==> src/rtl/tap_timing_pkg.sv <==
package tap_timing_pkg;

    // All filter arithmetic is done at this width; INT_W and CW_W must stay below it.
    localparam int ARITH_W = 32;

    typedef logic signed [ARITH_W-1:0] arith_t;

    // Clamp a wide value into [lo, hi].
    function automatic arith_t clip(input arith_t v, input arith_t lo, input arith_t hi);
        arith_t r;
        if (v > hi)      r = hi;
        else if (v < lo) r = lo;
        else             r = v;
        return r;
    endfunction

    // Smallest and largest values of a signed field that is w bits wide.
    function automatic arith_t smin(input int w);
        return -(arith_t'(1) <<< (w - 1));
    endfunction

    function automatic arith_t smax(input int w);
        return (arith_t'(1) <<< (w - 1)) - arith_t'(1);
    endfunction

endpackage

==> src/rtl/tdiff_detector.sv <==
module tdiff_detector #(
    parameter int TAP_W = 12,
    localparam int ERR_W = TAP_W + 1
) (
    input  logic                    clk,
    input  logic                    rst_n,
    input  logic                    sym_vld,
    input  logic                    freeze,
    input  logic signed [TAP_W-1:0] tap_pre,
    input  logic signed [TAP_W-1:0] tap_post,
    output logic                    err_vld,
    output logic                    err_hold,
    output logic signed [ERR_W-1:0] err
);

    typedef struct packed {
        logic                    vld;
        logic                    hold;
        logic signed [ERR_W-1:0] err;
    } det_t;

    det_t st_d, st_q;

    always_comb begin
        st_d     = st_q;
        st_d.vld = sym_vld;
        if (sym_vld) begin
            st_d.hold = freeze;
            // Widened by one bit so the full span of the difference fits.
            st_d.err  = {tap_pre[TAP_W-1], tap_pre} - {tap_post[TAP_W-1], tap_post};
        end
    end

    always_ff @(posedge clk or negedge rst_n) begin
        if (!rst_n) st_q <= '0;
        else        st_q <= st_d;
    end

    assign err_vld  = st_q.vld;
    assign err_hold = st_q.hold;
    assign err      = st_q.err;

    // The registered error is the tap difference captured with the strobe.
    p_err_diff_r2: assert property (@(posedge clk) disable iff (!rst_n)
        sym_vld |=> (err == ($past({tap_pre[TAP_W-1], tap_pre}) - $past({tap_post[TAP_W-1], tap_post}))));

    // The error valid flag is a single-cycle echo of the strobe.
    p_vld_echo_r6: assert property (@(posedge clk) disable iff (!rst_n)
        !sym_vld |=> !err_vld);

endmodule

==> src/rtl/pi_loop_filter.sv <==
module pi_loop_filter
    import tap_timing_pkg::*;
#(
    parameter int ERR_W = 13,
    parameter int KP_SH = 2,
    parameter int KI_SH = 6,
    parameter int INT_W = 16,
    parameter int CW_W  = 16
) (
    input  logic                    clk,
    input  logic                    rst_n,
    input  logic                    err_vld,
    input  logic                    err_hold,
    input  logic signed [ERR_W-1:0] err,
    output logic signed [CW_W-1:0]  ctrl
);

    localparam arith_t INT_MIN = smin(INT_W);
    localparam arith_t INT_MAX = smax(INT_W);
    localparam arith_t CW_MIN  = smin(CW_W);
    localparam arith_t CW_MAX  = smax(CW_W);

    typedef struct packed {
        logic signed [INT_W-1:0] integ;
        logic signed [CW_W-1:0]  ctrl;
    } lf_t;

    lf_t    st_d, st_q;
    arith_t e_w, i_step, p_term, i_sum, i_new, c_sum;

    always_comb begin
        st_d   = st_q;
        e_w    = arith_t'(err);
        i_step = e_w >>> KI_SH;
        p_term = e_w >>> KP_SH;
        i_sum  = arith_t'(st_q.integ) + i_step;
        i_new  = clip(i_sum, INT_MIN, INT_MAX);
        c_sum  = i_new + p_term;
        if (err_vld && !err_hold) begin
            st_d.integ = INT_W'(i_new);
            st_d.ctrl  = CW_W'(clip(c_sum, CW_MIN, CW_MAX));
        end
    end

    always_ff @(posedge clk or negedge rst_n) begin
        if (!rst_n) st_q <= '0;
        else        st_q <= st_d;
    end

    assign ctrl = st_q.ctrl;

    // With no error pending, the filter state holds.
    p_idle_hold_r7: assert property (@(posedge clk) disable iff (!rst_n)
        !err_vld |=> ($stable(st_q.integ) && $stable(ctrl)));

    // A frozen error leaves the state untouched.
    p_freeze_hold_r8: assert property (@(posedge clk) disable iff (!rst_n)
        (err_vld && err_hold) |=> ($stable(st_q.integ) && $stable(ctrl)));

    // A positive error never moves the integrator down.
    p_integ_up_r5: assert property (@(posedge clk) disable iff (!rst_n)
        (err_vld && !err_hold && (err > 0)) |=> (st_q.integ >= $past(st_q.integ)));

    // A negative error never moves the integrator up.
    p_integ_down_r5: assert property (@(posedge clk) disable iff (!rst_n)
        (err_vld && !err_hold && (err < 0)) |=> (st_q.integ <= $past(st_q.integ)));

endmodule

==> src/rtl/tap_timing_loop.sv <==
module tap_timing_loop #(
    parameter int TAP_W = 12,
    parameter int KP_SH = 2,
    parameter int KI_SH = 6,
    parameter int INT_W = 16,
    parameter int CW_W  = 16
) (
    input  logic                    clk,
    input  logic                    rst_n,
    input  logic                    sym_vld,
    input  logic                    freeze,
    input  logic signed [TAP_W-1:0] tap_pre,
    input  logic signed [TAP_W-1:0] tap_post,
    output logic signed [CW_W-1:0]  ctrl_word
);

    localparam int ERR_W = TAP_W + 1;

    logic                    err_vld;
    logic                    err_hold;
    logic signed [ERR_W-1:0] err;

    tdiff_detector #(.TAP_W(TAP_W)) u_det (
        .clk      (clk),
        .rst_n    (rst_n),
        .sym_vld  (sym_vld),
        .freeze   (freeze),
        .tap_pre  (tap_pre),
        .tap_post (tap_post),
        .err_vld  (err_vld),
        .err_hold (err_hold),
        .err      (err)
    );

    pi_loop_filter #(
        .ERR_W (ERR_W),
        .KP_SH (KP_SH),
        .KI_SH (KI_SH),
        .INT_W (INT_W),
        .CW_W  (CW_W)
    ) u_lf (
        .clk      (clk),
        .rst_n    (rst_n),
        .err_vld  (err_vld),
        .err_hold (err_hold),
        .err      (err),
        .ctrl     (ctrl_word)
    );

    // The control word moves only two edges after a strobe is seen.
    p_ctrl_timing_r6: assert property (@(posedge clk) disable iff (!rst_n)
        !$stable(ctrl_word) |-> $past(sym_vld, 2));

endmodule

==> config.mk <==
export PLATFORM = sky130hd
export DESIGN_NAME = tap_timing_loop
export DESIGN_NICKNAME = d
export VERILOG_FILES = /design/src/rtl/tap_timing_pkg.sv /design/src/rtl/tdiff_detector.sv /design/src/rtl/pi_loop_filter.sv /design/src/rtl/tap_timing_loop.sv
export SDC_FILE = /design/constraint.sdc
export NUM_CORES = 1
export LEC_CHECK = 0
export CAP_MARGIN = 20
export CORE_UTILIZATION = 58
export DETAILED_ROUTE_END_ITERATION = 16
export PLACE_DENSITY = 0.81
export SKIP_CTS_REPAIR_TIMING = 1
export SLEW_MARGIN = 10
export SYNTH_ARGS = -nofsm -noshare
export SYNTH_HDL_FRONTEND = slang
export SYNTH_SLANG_ARGS = --single-unit
==> constraint.sdc <==
create_clock -name clk -period 6.8 [get_ports clk]
set_input_delay 1.36 -clock clk [delete_from_list [all_inputs] [get_ports clk]]
set_output_delay 1.36 -clock clk [all_outputs]
set_load 0.1 [all_outputs]
-- After elaboration in Yosys (flattened, before gate mapping)
Index checks and enable logic that the tools add are counted.
W data, S select, Z words.
- register bits: 47
- logic and storage cells: 18
- input bits: 28
- output and inout bits: 16
- muxes and demuxes: 4
- $lt $le $gt $ge: 4
- reduce and logical (&&, ||, !) cells: 2
- add/subtract/negate cells: 3
- operator list (cell ; count):
    $gt A32 B16 Y1 const B ; 2
    $lt A32 B16 Y1 const B ; 2
    $mux W32 ; 2
    $add A32 B11 Y32 ; 1
    $mux W16 ; 2
    $add A16 B7 Y17 ; 1
    $sub A12 B12 Y13 ; 1
    $logic_and A1 B1 Y1 ; 1
    $logic_not A1 Y1 ; 1

-- Depth between registers and ports, before layout
- depth after elaboration: 8
- depth in mapped cells: 23
- mapped depth without buffers: 22

-- Modules after synthesis
Synthesis repeated with hierarchy kept, for this count alone.
- cells, all modules: 515
- area total of the unflattened synthesis: 4400.5 µm²
- modules (own cells, without submodules) (module ; times used ; area an instance (µm²) ; seq. area each (µm²) ; cells each):
    pi_loop_filter ; 1 ; 3249.4 ; 800.8 ; 388
    tdiff_detector ; 1 ; 1151.1 ; 375.4 ; 127

-- Worst setup path before layout
No wires, ideal clock.
- kind: reg-to-reg
- from: register u_det.st_q (netlist bit u_det.err[12])
- to: register u_lf.st_q (netlist bit u_lf.ctrl[9])
- stages on the path, launching flop included: 19
- path buffers: 2
- path slack: 1864 ps
- period minus slack after synthesis: 4936 ps
- required time: 6674 ps
- arrival: 4810 ps
- setup time: 126 ps
- cell sequence: dfrtp_1 -> ha_1 -> o21a_1 -> o21a_1 -> and2_1 -> a21o_1 -> a31o_2 -> nor2_1 -> clkbuf_1 -> nor2_1 -> ha_1 -> a2111o_1 -> o2111a_2 -> a2111oi_4 -> o21ai_1 -> mux2i_1 -> o211a_1 -> buf_2 -> a221o_1
- word-level cells in the longest chain between the ends: 8
- elaborated cells on any way between the ends: 10
- classes of those cells: add/sub: 2; order compare: 4; mux: 4
- RTL lines (item ; RTL line ; text):
    from (decl) ; tdiff_detector.sv:22 ; det_t st_d, st_q;
    from (signal assigned) ; tdiff_detector.sv:36 ; else st_q <= st_d;
    $add A16 B7 Y17 (*) ; pi_loop_filter.sv:36 ; i_sum = arith_t'(st_q.integ) + i_step;
    $lt A32 B16 Y1 ; tap_timing_pkg.sv:12 ; else if (v < lo) r = lo;
    $mux W32 ; tap_timing_pkg.sv:12 ;
    $mux W32 (*) ; tap_timing_pkg.sv:11 ; if (v > hi) r = hi;
    named net u_lf.i_new[5] ; pi_loop_filter.sv:29 ; arith_t e_w, i_step, p_term, i_sum, i_new, c_sum;
    $add A32 B11 Y32 (*) ; pi_loop_filter.sv:38 ; c_sum = i_new + p_term;
    $lt A32 B16 Y1 ; tap_timing_pkg.sv:12 ;
    $mux W16 ; tap_timing_pkg.sv:12 ;
    $mux W16 (*) ; tap_timing_pkg.sv:11 ;
    to (signal assigned) ; pi_loop_filter.sv:47 ; else st_q <= st_d;
    to (decl) ; pi_loop_filter.sv:28 ; lf_t st_d, st_q;
Mark *: on every way through the listed nets, which the timed path passes. The rest lies on a longest branch.
A chain may end at the register's enable or synchronous reset.

-- Final worst setup path
- from: register u_det.st_q (netlist bit u_det.err[12])
- to: register u_lf.st_q (netlist bit u_lf.ctrl[2])
The elaborated chain is that of the path after synthesis.

==> summary.json <==
{
  "run_status": "finished, final reports clean",
  "drt_iter0_drc": 221,
  "ioPinCount": 44,
  "worstSetupPathType": "flip-flop to flip-flop",
  "rows": 30,
  "detailed_place_hpwl_mm": 7.11,
  "drive_above_1_share": 0.0710,
  "timing.final.crit_period_ns": 5.79,
  "grt_pass1_wl_mm": 15.7,
  "crit_path_max_fanout": 18,
  "netlist_top_cells_area": "sky130_fd_sc_hd__dfrtp_1, sky130_fd_sc_hd__ha_1, sky130_fd_sc_hd__xnor2_1",
  "clk_path_buf_depth": 2,
  "yosysUniqueCellTypes": 63,
  "postSynthCellCount": 482,
  "synthXorXnorAreaFrac": 0.0628,
  "number_of_enable_flip_flop_cells_after_synthesis": 0,
  "synthDominantCellAreaShare": 0.269,
  "detail_route.wirelength_mm": 9.20,
  "max-slew-margin-rel": 0.345,
  "cp_slowest_cell": "sky130_fd_sc_hd__dfrtp_1",
  "critical_path_arrival_ns": 5.98,
  "cts_tree": "built",
  "area_delta_synth_final_pct": 12.0,
  "yosys.area.top_type": "sky130_fd_sc_hd__dfrtp_1",
  "leftover_overflow_at_the_end_of_global_routing": 0,
  "ys_ff_latch": 45,
  "end_kind": "flip-flop",
  "synth_compound_gate_area_share": 0.280,
  "grt_antenna_before_repair": 0,
  "clk_pin_slew_worst_paths_ns": 0.09,
  "coreArea_um2": 6870,
  "numClockSinks": 45,
  "postRouteAntennaNets": 0,
  "grt.total_usage": 0.262,
  "synth.avg_cell_area_um2": 8.68,
  "critical_path.startpoint_type": "flip-flop",
  "most_used_flip_flop_cell_after_synthesis": "sky130_fd_sc_hd__dfrtp_1",
  "via_per_inst": 5.93,
  "timing.critical_path.slowest_cell_delay_ns": 0.79,
  "final_cells": 603,
  "antenna_cells": 0,
  "synth_seq_area_share": 0.269,
  "drt_pre_antenna_iters": 4,
  "setup_failing_eps_final": 0,
  "fmaxAchievable_ghz": 0.173,
  "yosysWarnings": 0,
  "synth.cell_area_um2": 4190,
  "placed_cells_incl_taps": 594,
  "final_wtd_congestion": 0.939,
  "synth_simple_gate_area_share": 0.132,
  "worstSkewPairLatency_ns": 0.30,
  "muxShareOfSynthArea": 0.0371,
  "nets": 580,
  "drc": 0,
  "fp.dieW_um": 86.9,
  "hold_violations": 0,
  "grt_pass1_vias": 3443,
  "worst_clock_skew_ns": 0.00435,
  "synth.net_count": 556,
  "post-synth-top-count-cell": "sky130_fd_sc_hd__dfrtp_1",
  "holdCritPathClass": "flip-flop to flip-flop",
  "clock_tree.htree_level_count": 2,
  "grt_max_degree": 46,
  "final.setup.tns_ns": 0,
  "port_buffers": 43,
  "cp_cell_sequence": "ha_1 > o21a_1 > o21a_1 > o31ai_1 > o21ai_0 > o211ai_1 > and2_1 > nor2_1 > nor2_1 > ha_1 > inv_1 > fa_1 > nand2b_1 > a21oi_1 > o2111a_2 > a2111oi_4 > o21ai_1 > mux2i_1 > o211a_1 > a221o_2",
  "timing.max_cap.violations": 0,
  "timing.final.max_slew_violations": 0,
  "dieArea_um2": 7560,
  "synth_common_cells": "sky130_fd_sc_hd__dfrtp_1, sky130_fd_sc_hd__ha_1, sky130_fd_sc_hd__nand2_1, sky130_fd_sc_hd__nor2_1, sky130_fd_sc_hd__a21oi_1",
  "least_margin_pin_slew_ns": 0.980,
  "postSynth.asyncResetShare": 1.00,
  "clk_root_buffer_cell": "sky130_fd_sc_hd__clkbuf_8",
  "cp.required_ns": 6.99,
  "core_occupancy_in_the_finished_layout": 0.682,
  "initial_util": 0.609,
  "floorplan.die.height_um": 86.9,
  "via_count": 3573,
  "yosys.area_share.adder": 0.143,
  "rsz0062_at_grt": "false",
  "cts_buffers": 5,
  "synth_top_family_by_area": "compound AO/OA/AOI/OAI gates",
  "routedWlPerCell_um": 15.3,
  "period_utilization": 0.851
}
-- cells in the final DEF (no fill, tap or decap), drive strengths merged, types with 3 or more instances in the layout --
cell type | netlist | routed
a211oi | 8 | 8
a21boi | 4 | 4
a21o | 18 | 18
a21oi | 34 | 34
a221o | 15 | 15
a31oi | 5 | 5
and2 | 5 | 5
buf | 21 | 3
clkbuf | 6 | 7
clkdlybuf4s50 | 0 | 42
dfrtp | 45 | 45
ha | 44 | 44
inv | 33 | 33
mux2 | 12 | 12
nand2 | 42 | 42
nand2b | 10 | 10
nand3 | 5 | 5
nor2 | 38 | 38
nor2b | 5 | 5
nor3 | 6 | 6
o2111ai | 3 | 3
o211ai | 8 | 8
o21a | 7 | 7
o21ai | 35 | 35
o21bai | 3 | 3
xnor2 | 22 | 22
xor2 | 8 | 8
-- cell families (layout without fill, tap and decap cells) --
family,Yosys count,count (layout)
adders and majority gates,47,47
muxes,14,14
xor gates and xnor gates,30,30
AOI/OAI and AO/OA,164,164
and+or+nand+nor,121,121
DFF,45,45
buffers and inverters,61,86
-- flip-flops by register name (all words and copies together), names as in the netlist --
name            cells
u_det.err          11
u_det.err_hold      1
u_det.err_vld       1
u_lf.ctrl          16
u_lf.st_q          16
-- critical path, delay by kind of cell (launching register included) --
family	cells	cell delay [ns]
buffers and inverters	1	0.06
multiplexers	1	0.14
AND/OR/NAND/NOR	4	0.73
AO/OA/AOI/OAI	11	2.95
flip-flops	1	0.79
adder cells (fa/ha/maj)	3	1.00
-- worst paths after layout --
check / from / to / slack [ns] / cells past startpoint
hold / removal: u_lf.ctrl[15] / u_lf.ctrl[15] / 0.48 / 2
max in group asynchronous: rst_n / u_lf.st_q[26] / 5.36 / 2
setup / recovery: u_det.err[12] / u_lf.ctrl[2] / 1.01 / 20
hold reg to reg: u_lf.ctrl[15] / u_lf.ctrl[15] / 0.48 / 2
min in group asynchronous: rst_n / u_lf.ctrl[1] / 0.96 / 1
setup reg to reg: u_det.err[12] / u_lf.ctrl[2] / 1.01 / 20
-- per-stage QoR --
stage,setup slack [ns],hold WS (ns),cell area [um2]
after CTS,1.09,0.492,4670
after global placement,1.27,0.467,4550
after global routing,0.608,0.526,4690
after detailed placement,1.11,0.472,4550
after floorplan,1.86,0.451,4190
final,1.01,0.481,4690
-- per-layer routing --
layer,up-vias,GRT usage,wire length [um]
li1,1793,-,-
met1,1675,0.352,4320
met2,93,0.439,4390
met3,12,0.0351,379
met4,0,0.0833,103
met5,-,0,0
-- area by class of cell --
| type | instances | area [um2] |
|---|---|---|
| clock inverter | 1 | 30.0 |
| multi-input combinational | 376 | 2750 |
| timing repair buffer | 45 | 453 |
| tap | 96 | 120 |
| sequential | 45 | 1130 |
| fill | 580 | 2180 |
| inverter | 33 | 124 |
| clock buffer | 7 | 86.3 |
Power is not shown: default switching activity piles up to over one toggle a cycle in this logic, so the estimate is an artifact.
